==> src/rtl/ycc_rgb_pkg.sv <==
package ycc_rgb_pkg;

   typedef enum logic [1:0] {
      ORD_Y_CB_Y_CR = 2'd0,
      ORD_Y_CR_Y_CB = 2'd1,
      ORD_CB_Y_CR_Y = 2'd2,
      ORD_CR_Y_CB_Y = 2'd3
   } ycc_order_e;

   localparam int N_ROWS     = 3;
   localparam int N_TERMS    = 4;
   localparam int N_COEF     = N_ROWS * N_TERMS;
   localparam int ADDR_ORDER = N_COEF;

   localparam int ROW_G = 0;
   localparam int ROW_R = 1;
   localparam int ROW_B = 2;

   // Signed reset matrix; multipliers x1024, constants x16
   localparam int BT601_SET [N_COEF] = '{
      1191, -401, -833,  2167,
      1191,    0, 1634, -3567,
      1191, 2066,    0, -4431
   };

endpackage

==> src/rtl/ycc_coef_bank.sv <==
module ycc_coef_bank
   import ycc_rgb_pkg::*;
#(
   parameter int MUL_W  = 13,
   parameter int OFS_W  = 14,
   parameter int CFG_AW = 4,
   parameter int CFG_DW = 16
) (
   input  logic                          clk,
   input  logic                          rst_n,
   input  logic                          cfg_we,
   input  logic [CFG_AW-1:0]             cfg_addr,
   input  logic [CFG_DW-1:0]             cfg_wdata,
   output logic [N_ROWS*3*MUL_W-1:0]     mul_flat,
   output logic [N_ROWS*OFS_W-1:0]       ofs_flat,
   output ycc_order_e                    order_o
);

   localparam int USED_W = (MUL_W > OFS_W) ? MUL_W : OFS_W;

   if (MUL_W < 13 || MUL_W > CFG_DW) begin : g_bad_mul
      $error("ycc_coef_bank: MUL_W out of range");
   end
   if (OFS_W < 14 || OFS_W > CFG_DW) begin : g_bad_ofs
      $error("ycc_coef_bank: OFS_W out of range");
   end
   if ((1 << CFG_AW) <= ADDR_ORDER) begin : g_bad_aw
      $error("ycc_coef_bank: CFG_AW too small for register map");
   end

   if (USED_W < CFG_DW) begin : g_spare
      logic unused_spare;
      assign unused_spare = ^cfg_wdata[CFG_DW-1:USED_W];
   end

   for (genvar r = 0; r < N_ROWS; r++) begin : g_row
      for (genvar t = 0; t < N_TERMS; t++) begin : g_term
         localparam int IDX = r * N_TERMS + t;
         if (t < 3) begin : g_mul
            logic [MUL_W-1:0] mul_q;
            always_ff @(posedge clk) begin
               if (!rst_n)
                  mul_q <= MUL_W'(BT601_SET[IDX]);
               else if (cfg_we && cfg_addr == CFG_AW'(IDX))
                  mul_q <= cfg_wdata[MUL_W-1:0];
            end
            assign mul_flat[(r*3+t)*MUL_W +: MUL_W] = mul_q;
         end else begin : g_ofs
            logic [OFS_W-1:0] ofs_q;
            always_ff @(posedge clk) begin
               if (!rst_n)
                  ofs_q <= OFS_W'(BT601_SET[IDX]);
               else if (cfg_we && cfg_addr == CFG_AW'(IDX))
                  ofs_q <= cfg_wdata[OFS_W-1:0];
            end
            assign ofs_flat[r*OFS_W +: OFS_W] = ofs_q;
         end
      end
   end

   always_ff @(posedge clk) begin
      if (!rst_n)
         order_o <= ORD_Y_CB_Y_CR;
      else if (cfg_we && cfg_addr == CFG_AW'(ADDR_ORDER))
         order_o <= ycc_order_e'(cfg_wdata[1:0]);
   end

   AST_CFG_IGNORED: assert property (@(posedge clk) disable iff (!rst_n)
      (cfg_we && cfg_addr > CFG_AW'(ADDR_ORDER)) |=>
      ($stable(mul_flat) && $stable(ofs_flat) && $stable(order_o)));

   AST_ORDER_WRITE: assert property (@(posedge clk) disable iff (!rst_n)
      (cfg_we && cfg_addr == CFG_AW'(ADDR_ORDER)) |=>
      (order_o == ycc_order_e'($past(cfg_wdata[1:0]))));

endmodule

==> src/rtl/ycc_pair_unpack.sv <==
module ycc_pair_unpack
   import ycc_rgb_pkg::*;
#(
   parameter int PIX_W = 8
) (
   input  logic               clk,
   input  logic               rst_n,
   input  logic               in_valid,
   output logic               in_ready,
   input  logic [4*PIX_W-1:0] in_data,
   input  ycc_order_e         order_i,
   output logic               pix_valid,
   output logic [PIX_W-1:0]   pix_y,
   output logic [PIX_W-1:0]   pix_cb,
   output logic [PIX_W-1:0]   pix_cr
);

   if (PIX_W < 1) begin : g_bad_w
      $error("ycc_pair_unpack: PIX_W must be positive");
   end

   logic [PIX_W-1:0] b0, b1, b2, b3;
   logic [PIX_W-1:0] y0_d, y1_d, cb_d, cr_d;
   logic [PIX_W-1:0] y0_q, y1_q, cb_q, cr_q;
   logic [1:0]       pend_q;
   logic             accept;
   logic             pix_first;

   assign b0 = in_data[0*PIX_W +: PIX_W];
   assign b1 = in_data[1*PIX_W +: PIX_W];
   assign b2 = in_data[2*PIX_W +: PIX_W];
   assign b3 = in_data[3*PIX_W +: PIX_W];

   always_comb begin
      unique case (order_i)
         ORD_Y_CB_Y_CR: begin y0_d = b0; cb_d = b1; y1_d = b2; cr_d = b3; end
         ORD_Y_CR_Y_CB: begin y0_d = b0; cr_d = b1; y1_d = b2; cb_d = b3; end
         ORD_CB_Y_CR_Y: begin cb_d = b0; y0_d = b1; cr_d = b2; y1_d = b3; end
         default:       begin cr_d = b0; y0_d = b1; cb_d = b2; y1_d = b3; end
      endcase
   end

   assign in_ready  = (pend_q != 2'd2);
   assign accept    = in_valid && in_ready;
   assign pix_valid = (pend_q != 2'd0);
   assign pix_first = (pend_q == 2'd2);

   always_ff @(posedge clk) begin
      if (!rst_n) begin
         pend_q <= 2'd0;
         y0_q   <= '0;
         y1_q   <= '0;
         cb_q   <= '0;
         cr_q   <= '0;
      end else if (accept) begin
         pend_q <= 2'd2;
         y0_q   <= y0_d;
         y1_q   <= y1_d;
         cb_q   <= cb_d;
         cr_q   <= cr_d;
      end else if (pend_q != 2'd0) begin
         pend_q <= pend_q - 2'd1;
      end
   end

   assign pix_y  = pix_first ? y0_q : y1_q;
   assign pix_cb = cb_q;
   assign pix_cr = cr_q;

   AST_READY_AFTER_ACCEPT: assert property (@(posedge clk) disable iff (!rst_n)
      (in_valid && in_ready) |=> !in_ready);

   AST_CHROMA_SHARED: assert property (@(posedge clk) disable iff (!rst_n)
      (pix_valid && !pix_first) |-> ($stable(pix_cb) && $stable(pix_cr)));

endmodule

==> src/rtl/ycc_mac_row.sv <==
module ycc_mac_row #(
   parameter int PIX_W         = 8,
   parameter int MUL_W         = 13,
   parameter int OFS_W         = 14,
   parameter int FRAC          = 10,
   parameter int OFS_FRAC      = 4,
   parameter bit ROUND_NEAREST = 1'b1
) (
   input  logic             clk,
   input  logic             rst_n,
   input  logic             in_valid,
   input  logic [PIX_W-1:0] y_i,
   input  logic [PIX_W-1:0] cb_i,
   input  logic [PIX_W-1:0] cr_i,
   input  logic [MUL_W-1:0] k_y,
   input  logic [MUL_W-1:0] k_cb,
   input  logic [MUL_W-1:0] k_cr,
   input  logic [OFS_W-1:0] k_ofs,
   output logic             out_valid,
   output logic [PIX_W-1:0] out_ch
);

   localparam int SH     = FRAC - OFS_FRAC;
   localparam int PROD_W = PIX_W + 1 + MUL_W;
   localparam int CST_W  = OFS_W + SH;
   localparam int ACC_W  = ((PROD_W > CST_W) ? PROD_W : CST_W) + 2;
   localparam logic signed [ACC_W-1:0] MAXV   = ACC_W'((1 << PIX_W) - 1);
   localparam logic signed [ACC_W-1:0] HI_LIM = ACC_W'((1 << PIX_W) << FRAC);

   if (FRAC < OFS_FRAC || FRAC < 1) begin : g_bad_frac
      $error("ycc_mac_row: FRAC must be at least OFS_FRAC and nonzero");
   end

   // stage 1: products and aligned constant
   logic signed [PROD_W-1:0] py_q, pcb_q, pcr_q;
   logic signed [ACC_W-1:0]  cst_q;
   logic signed [ACC_W-1:0]  cst_ext;
   logic                     v1_q;

   assign cst_ext = ACC_W'($signed(k_ofs));

   always_ff @(posedge clk) begin
      if (!rst_n) begin
         v1_q  <= 1'b0;
         py_q  <= '0;
         pcb_q <= '0;
         pcr_q <= '0;
         cst_q <= '0;
      end else begin
         v1_q  <= in_valid;
         py_q  <= $signed({1'b0, y_i})  * $signed(k_y);
         pcb_q <= $signed({1'b0, cb_i}) * $signed(k_cb);
         pcr_q <= $signed({1'b0, cr_i}) * $signed(k_cr);
         cst_q <= cst_ext <<< SH;
      end
   end

   // stage 2: accumulate
   logic signed [ACC_W-1:0] acc_q;
   logic                    v2_q;

   always_ff @(posedge clk) begin
      if (!rst_n) begin
         v2_q  <= 1'b0;
         acc_q <= '0;
      end else begin
         v2_q  <= v1_q;
         acc_q <= ACC_W'(py_q) + ACC_W'(pcb_q) + ACC_W'(pcr_q) + cst_q;
      end
   end

   // stage 3: round, scale down, saturate
   logic signed [ACC_W-1:0] rnd, quo;
   logic [PIX_W-1:0]        ch_d;

   if (ROUND_NEAREST) begin : g_round
      localparam logic signed [ACC_W-1:0] HALF = ACC_W'(1) <<< (FRAC - 1);
      assign rnd = acc_q + HALF;
   end else begin : g_trunc
      assign rnd = acc_q;
   end

   assign quo = rnd >>> FRAC;

   always_comb begin
      if (quo < 0)
         ch_d = '0;
      else if (quo > MAXV)
         ch_d = '1;
      else
         ch_d = quo[PIX_W-1:0];
   end

   always_ff @(posedge clk) begin
      if (!rst_n) begin
         out_valid <= 1'b0;
         out_ch    <= '0;
      end else begin
         out_valid <= v2_q;
         out_ch    <= ch_d;
      end
   end

   AST_CLAMP_LOW: assert property (@(posedge clk) disable iff (!rst_n)
      (v2_q && acc_q < 0) |=> (out_ch == '0));

   AST_CLAMP_HIGH: assert property (@(posedge clk) disable iff (!rst_n)
      (v2_q && acc_q >= HI_LIM) |=> (out_ch == '1));

endmodule

==> src/rtl/ycc_rgb_cvt.sv <==
module ycc_rgb_cvt
   import ycc_rgb_pkg::*;
#(
   parameter int PIX_W         = 8,
   parameter int MUL_W         = 13,
   parameter int OFS_W         = 14,
   parameter int FRAC          = 10,
   parameter int OFS_FRAC      = 4,
   parameter int CFG_AW        = 4,
   parameter int CFG_DW        = 16,
   parameter bit ROUND_NEAREST = 1'b1
) (
   input  logic                 clk,
   input  logic                 rst_n,
   input  logic                 cfg_we,
   input  logic [CFG_AW-1:0]    cfg_addr,
   input  logic [CFG_DW-1:0]    cfg_wdata,
   input  logic                 in_valid,
   output logic                 in_ready,
   input  logic [4*PIX_W-1:0]   in_data,
   output logic                 out_valid,
   output logic [3*PIX_W-1:0]   out_rgb
);

   logic [N_ROWS*3*MUL_W-1:0] mul_flat;
   logic [N_ROWS*OFS_W-1:0]   ofs_flat;
   ycc_order_e                order;
   logic                      pix_valid;
   logic [PIX_W-1:0]          pix_y, pix_cb, pix_cr;
   logic [N_ROWS-1:0]         row_valid;

   ycc_coef_bank #(
      .MUL_W  (MUL_W),
      .OFS_W  (OFS_W),
      .CFG_AW (CFG_AW),
      .CFG_DW (CFG_DW)
   ) u_bank (
      .clk       (clk),
      .rst_n     (rst_n),
      .cfg_we    (cfg_we),
      .cfg_addr  (cfg_addr),
      .cfg_wdata (cfg_wdata),
      .mul_flat  (mul_flat),
      .ofs_flat  (ofs_flat),
      .order_o   (order)
   );

   ycc_pair_unpack #(
      .PIX_W (PIX_W)
   ) u_unpack (
      .clk       (clk),
      .rst_n     (rst_n),
      .in_valid  (in_valid),
      .in_ready  (in_ready),
      .in_data   (in_data),
      .order_i   (order),
      .pix_valid (pix_valid),
      .pix_y     (pix_y),
      .pix_cb    (pix_cb),
      .pix_cr    (pix_cr)
   );

   for (genvar r = 0; r < N_ROWS; r++) begin : g_row
      localparam int SLOT = (r == ROW_R) ? 2 : (r == ROW_G) ? 1 : 0;
      logic [PIX_W-1:0] ch;

      ycc_mac_row #(
         .PIX_W         (PIX_W),
         .MUL_W         (MUL_W),
         .OFS_W         (OFS_W),
         .FRAC          (FRAC),
         .OFS_FRAC      (OFS_FRAC),
         .ROUND_NEAREST (ROUND_NEAREST)
      ) u_mac (
         .clk       (clk),
         .rst_n     (rst_n),
         .in_valid  (pix_valid),
         .y_i       (pix_y),
         .cb_i      (pix_cb),
         .cr_i      (pix_cr),
         .k_y       (mul_flat[(r*3+0)*MUL_W +: MUL_W]),
         .k_cb      (mul_flat[(r*3+1)*MUL_W +: MUL_W]),
         .k_cr      (mul_flat[(r*3+2)*MUL_W +: MUL_W]),
         .k_ofs     (ofs_flat[r*OFS_W +: OFS_W]),
         .out_valid (row_valid[r]),
         .out_ch    (ch)
      );

      assign out_rgb[SLOT*PIX_W +: PIX_W] = ch;
   end

   assign out_valid = row_valid[0];

   AST_ROWS_ALIGNED: assert property (@(posedge clk) disable iff (!rst_n)
      (row_valid[1] == row_valid[0]) && (row_valid[2] == row_valid[0]));

   AST_PIPE_LATENCY: assert property (@(posedge clk) disable iff (!rst_n)
      out_valid == $past(pix_valid, 3));

endmodule

==> config.mk <==
export PLATFORM = sky130hd
export DESIGN_NAME = ycc_rgb_cvt
export DESIGN_NICKNAME = d
export VERILOG_FILES = /design/src/rtl/ycc_rgb_pkg.sv /design/src/rtl/ycc_coef_bank.sv /design/src/rtl/ycc_pair_unpack.sv /design/src/rtl/ycc_mac_row.sv /design/src/rtl/ycc_rgb_cvt.sv
export SDC_FILE = /design/constraint.sdc
export NUM_CORES = 2
export LEC_CHECK = 0
export ABC_AREA = 0
export BUFFER_PORTS_ARGS = -buffer_cell sky130_fd_sc_hd__buf_2
export CORE_MARGIN = 2
export CORE_UTILIZATION = 65
export CTS_CLUSTER_DIAMETER = 100
export DETAILED_ROUTE_END_ITERATION = 6
export MAX_ROUTING_LAYER = met4
export PLACE_DENSITY_LB_ADDON = 0.08
export SLEW_MARGIN = 40
export SYNTH_ARGS = -nofsm -noshare
export SYNTH_HDL_FRONTEND = slang
export SYNTH_HIERARCHICAL = 1
export SYNTH_SLANG_ARGS = --single-unit
==> constraint.sdc <==
create_clock -name clk -period 7.4 [get_ports clk]
set_input_delay 1.48 -clock clk [delete_from_list [all_inputs] [get_ports clk]]
set_output_delay 1.48 -clock clk [all_outputs]
set_load 0.01 [all_outputs]
# --- After elaboration in Yosys (flattened, before gate mapping) ---
# Index checks and enable logic that the tools add are counted.
word_totals:
  regBits: 552
  in_bits: 56
  output_inout_bits: 26
  elab_cells: 121
op_classes:
  addsub: 13
  n_mul: 9
  order_cmp: 6
  n_eq_ne: 16
  mux: 10
  bitwise: 1
  reduce_logical: 23
ops:
  columns: ["operator", "count"]
  rows:
  - ["9-bit by 13-bit multiplier with 22-bit output", 9]
  - ["23-bit by 22-bit adder with 24-bit output", 3]
  - ["24-bit by 11-bit adder with 24-bit output, second input constant", 3]
  - ["24-bit by 20-bit adder with 24-bit output", 3]
  - ["22-bit by 22-bit adder with 23-bit output", 3]
  - ["8-bit two-way mux", 6]
  - ["8-bit one-hot mux with 3 select lines", 2]
  - ["14-bit by 9-bit greater-than comparator with 1-bit output, second input constant", 3]
  - ["14-bit by 1-bit < comparator with 1-bit output, second input constant", 3]
  - ["4-bit equality test, second input constant", 5]
  - ["4-bit by 3-bit equality test with 1-bit output, second input constant", 4]
  - ["1-bit logical AND", 14]
  - ["2-bit OR reduction", 5]
  - ["4-bit by 2-bit equality test with 1-bit output, second input constant", 2]
  - ["2-bit equality test, second input constant", 2]
  - ["4-bit by 1-bit equality test with 1-bit output, second input constant", 1]
  - ["4-bit logical NOT", 1]
  - ["2-bit two-way mux", 2]
  - ["2-bit nonzero test", 2]
  - ["2-bit by 1-bit equality test with 1-bit output, second input constant", 1]
  - ["2-bit logical NOT", 1]
  - ["2-bit inequality test, second input constant", 1]
  - ["2-bit by 1-bit subtractor with 2-bit output, second input constant", 1]
  - ["1-bit NOT", 1]

# --- Depth between registers and ports, before layout ---
depth:
  ltp_word: 3
  mapped_depth: 22

# --- By module ---
# Netlist, hierarchy kept.
by_module_without_submodules:
  columns: ["mod", "n_inst", "cells_each", "area_each_um2", "seq_area_each_um2"]
  rows:
  - ["ycc_mac_row at g_row[0].u_mac", 1, 1822, 16330.7, 2122.0]
  - ["ycc_mac_row at g_row[1].u_mac", 1, 1799, 16100.4, 2122.0]
  - ["ycc_mac_row at g_row[2].u_mac", 1, 1778, 16086.7, 2122.0]
  - ["ycc_coef_bank", 1, 605, 6112.1, 3223.1]
  - ["ycc_pair_unpack", 1, 181, 1886.8, 680.7]

# --- Worst setup path before layout ---
# Ideal clock, no wire load.
synth_timing:
  path_type: "register -> register"
  startpoint: "register u_unpack.pend_q[0]"
  endpoint: "register g_row[1].u_mac.py_q[19]"
  setup_ns: 0.072
  arrival_ns: 5.124
  required_time_ns: 7.328
  slack_ns: 2.205
  stages_incl_launch_ff: 21
  n_path_buf: 3
  period_less_slack_ns: 5.195
  path_cell_list: "dfxtp_1 nand2b_1 buf_6 buf_2 mux2_2 clkbuf_1 and2_1 fa_1 fa_1 fa_1 inv_1 fa_1 inv_1 ha_1 o21a_1 o211ai_1 nand2_1 a41oi_1 o21ai_0 o31ai_1 mux2i_1"
synth_between:
  elab_chain_len: 3
synth_rtl:
  columns: ["element", "line_no", "source"]
  rows:
  - ["start: declaration", "ycc_pair_unpack.sv:25", "logic [1:0] pend_q;"]
  - ["start signal: assignment", "ycc_pair_unpack.sv:62", "pend_q <= pend_q - 2'd1;"]
  - ["2-bit equality test", "ycc_pair_unpack.sv:46", "assign pix_first = (pend_q == 2'd2);"]
  - ["8-bit two-way mux", "ycc_pair_unpack.sv:66", "assign pix_y = pix_first ? y0_q : y1_q;"]
  - ["named net pix_y[5]", "ycc_rgb_cvt.sv:29", "logic [PIX_W-1:0] pix_y, pix_cb, pix_cr;"]
  - ["9-bit by 13-bit multiplier with 22-bit output", "ycc_mac_row.sv:51", "py_q <= $signed({1'b0, y_i}) * $signed(k_y);"]
  - ["end signal: assignment", "ycc_mac_row.sv:51", null]
  - ["end: declaration", "ycc_mac_row.sv:35", "logic signed [PROD_W-1:0] py_q, pcb_q, pcr_q;"]
# The timed path passes the listed nets, and every way through them passes these cells.
# A chain may end at the register's enable or synchronous reset.

# --- Worst setup path in the final report ---
layout_timing:
  startpoint: "register u_unpack.pend_q[0]"
  endpoint: "register g_row[2].u_mac.py_q[21]"
layout_between:
  elab_chain_len: 3
layout_rtl:
  columns: ["element", "line_no"]
  rows:
  - ["2-bit equality test", "ycc_pair_unpack.sv:46"]
  - ["8-bit two-way mux", "ycc_pair_unpack.sv:66"]
  - ["named net pix_y[0]", "ycc_rgb_cvt.sv:29"]
  - ["9-bit by 13-bit multiplier with 22-bit output", "ycc_mac_row.sv:51"]
  - ["end signal: assignment", "ycc_mac_row.sv:51"]
  - ["end: declaration", "ycc_mac_row.sv:35"]
# The timed path passes the listed nets, and every way through them passes these cells.

==> reports/qor.yml <==
status: "finished, final reports clean"
path_common_cell: "fa_1"
drc: 0
clk_pin_slew_ns: 0.06
seqPwrFrac_pct: 27.9
seqCellArea_mm2: 0.01017
track_usage_pct: 31.85
cp-start-kind: "register"
pre_cts_slack_ns: 1.052
place_congestion: 0.8906
io_buffers: 79
rows: 107
crit_fanout: 21
grt_start_max_net_pins: 107
power_frac_comb_pct: 45.4
holdBufCountCts: 0
synth.net_count: 7573
grt_pass1_wl_um: 220700
cp_slowest_cell: "fa_1"
cts_max_path_buffers: 3
period_needed_ns: 6.459
cts-htree-levels: 2
multi_input_area_mm2: 0.04076
hold_violations: 0
synthCells: 6173
clkLatencyLatePin_ns: 0.64
dp.cells: 7249
initial_core_util_pct: 65.88
switching_share_pct: 39.75
rsz0062_at_grt: "false"
max_freq_ghz: 0.1548
total_power_mw: 12.11
cts_buffers: 58
yosysWarnings: 6
drt_iter0_markers: 2573
die_area_mm2: 0.08908
ios: 82
drv_cap: 0
areaGrowthSynthToFinish_pct: 6.298
placed_area_mm2: 0.05767
die_y_um: 298.5
crit_type: "register to register"
first_global_vias: 42440
layout_commonest_cell: "inv_1"
fin_cells: 7373
internal_power_mw: 7.296
layout_setup_ws_ns: 0.9408
slew_headroom_pct: 39.96
syn_area_mm2: 0.05636
antenna_left: 0
cts_resized: 0
antenna_found_initial: 13
cts.sinks: 507
final_core_util_pct: 70.03
slew_viol_final: 0
worstPathArrival_ns: 6.95
finClkSkew_ns: 0.02958
wl_met1_um: 57860
wl_met3_um: 8777
final_area_mm2: 0.05991
vias_per_cell: 5.551
min_path_type: "register to register"
clkPwrFrac_pct: 26.7
p_leak_nw: 30.28
switchingPower_mw: 4.813
cts_tree: "done"
avgSynthCellArea_um2: 9.130
top_layer: "met4"
met2_length_um: 62400
peakVddDrop_v: 0.0001958
path_buf_inv: 5
cp_top_family: "adder cells"
finalSetupTns_ns: 0
wl_per_cell_um: 17.98
fin_nets: 7566
min_period_over_period_pct: 87.29
drt-total-wl_um: 132600
fp.coreArea_mm2: 0.08555
first_pass_iters: 5
crit_path_end_kind: "register"
tightest_slew_ns: 0.8987
via_count: 40930
dpl.hpwl_um: 104500
die_x_um: 298.5
holdWs_ns: 0.4347
cts_setup_buffers: 0
fill_cells: 6759
worstPathRequired_ns: 7.89
setup_viol: 0
max_stage_delay_ns: 0.76
layout-drive-gt1-share_pct: 5.647
cts_root_buf: "clkbuf_16"
p_per_area_mw_per_mm2: 202.1
mostFrequentLayoutCells: "inv_1 (1246), fa_1 (870), nand2_1 (720), and2_1 (537), dfxtp_1 (497)"
overflow: 0
crit_path_cell_trace: "nand2b_1 > buf_4 > mux2_2 > buf_4 > nand2_1 > fa_1 > inv_1 > fa_1 > inv_1 > fa_1 > fa_1 > inv_1 > ha_1 > a41oi_1 > o21ai_0 > a21o_1 > and4_1 > a311oi_1 > o211ai_1"
## flip-flops by register name, indices dropped and copies added (netlist names), 8 cells and up
| name | cells |
|---|---|
| g_row.u_mac/acc_q | 45 |
| g_row.u_mac/cst_q | 42 |
| g_row.u_mac/out_ch | 24 |
| g_row.u_mac/pcb_q | 66 |
| g_row.u_mac/pcr_q | 66 |
| g_row.u_mac/py_q | 66 |
| u_bank/g_row.g_term.g_mul.mul_q | 117 |
| u_bank/g_row.g_term.g_ofs.ofs_q | 42 |
| u_unpack/pix_cb | 8 |
| u_unpack/pix_cr | 8 |
| u_unpack/y0_q | 8 |
| u_unpack/y1_q | 8 |
## power by group through the flow
| stage | sequential [mW] | combinational, mW | clock [mW] |
|---|---|---|---|
| final | 3.38 | 5.49 | 3.24 |
| after global routing | 3.42 | 6.24 | 3.41 |
| after CTS | 3.38 | 5.47 | 3.29 |
| after detailed placement | 3.43 | 5.41 | 0 |
| after global placement | 3.43 | 5.27 | 0 |
| after floorplan | 3.34 | 4.14 | 0 |
## worst paths after layout
| check | slack (ns) | start | depth (start not counted) | to |
|---|---|---|---|---|
| max | 0.94 | u_unpack/pend_q[0] | 19 | g_row[2].u_mac/py_q[21] |
| min | 0.43 | g_row[0].u_mac/v2_q | 1 | g_row[0].u_mac/out_valid |
| max reg2reg | 0.94 | u_unpack/pend_q[0] | 19 | g_row[2].u_mac/py_q[21] |
| min reg2reg | 0.43 | g_row[0].u_mac/v2_q | 1 | g_row[0].u_mac/out_valid |
## per-layer routing
metal,vias to the layer above,GRT usage [%]
met4,0,8.567
met5,-,-
met1,20510,42.40
met3,199,5.075
li1,19190,-
met2,1034,50.93
## final cells by class
class	instances	share of cell area, %
inverter	1250	7.836
sequential	507	16.98
clock buffer	66	2.625
clock inverter	44	1.005
multi-input combinational	4239	68.04
antenna	13	0.05430
timing repair buffer	110	1.071
tap	1144	2.389
(Power assumes the default switching activity.)
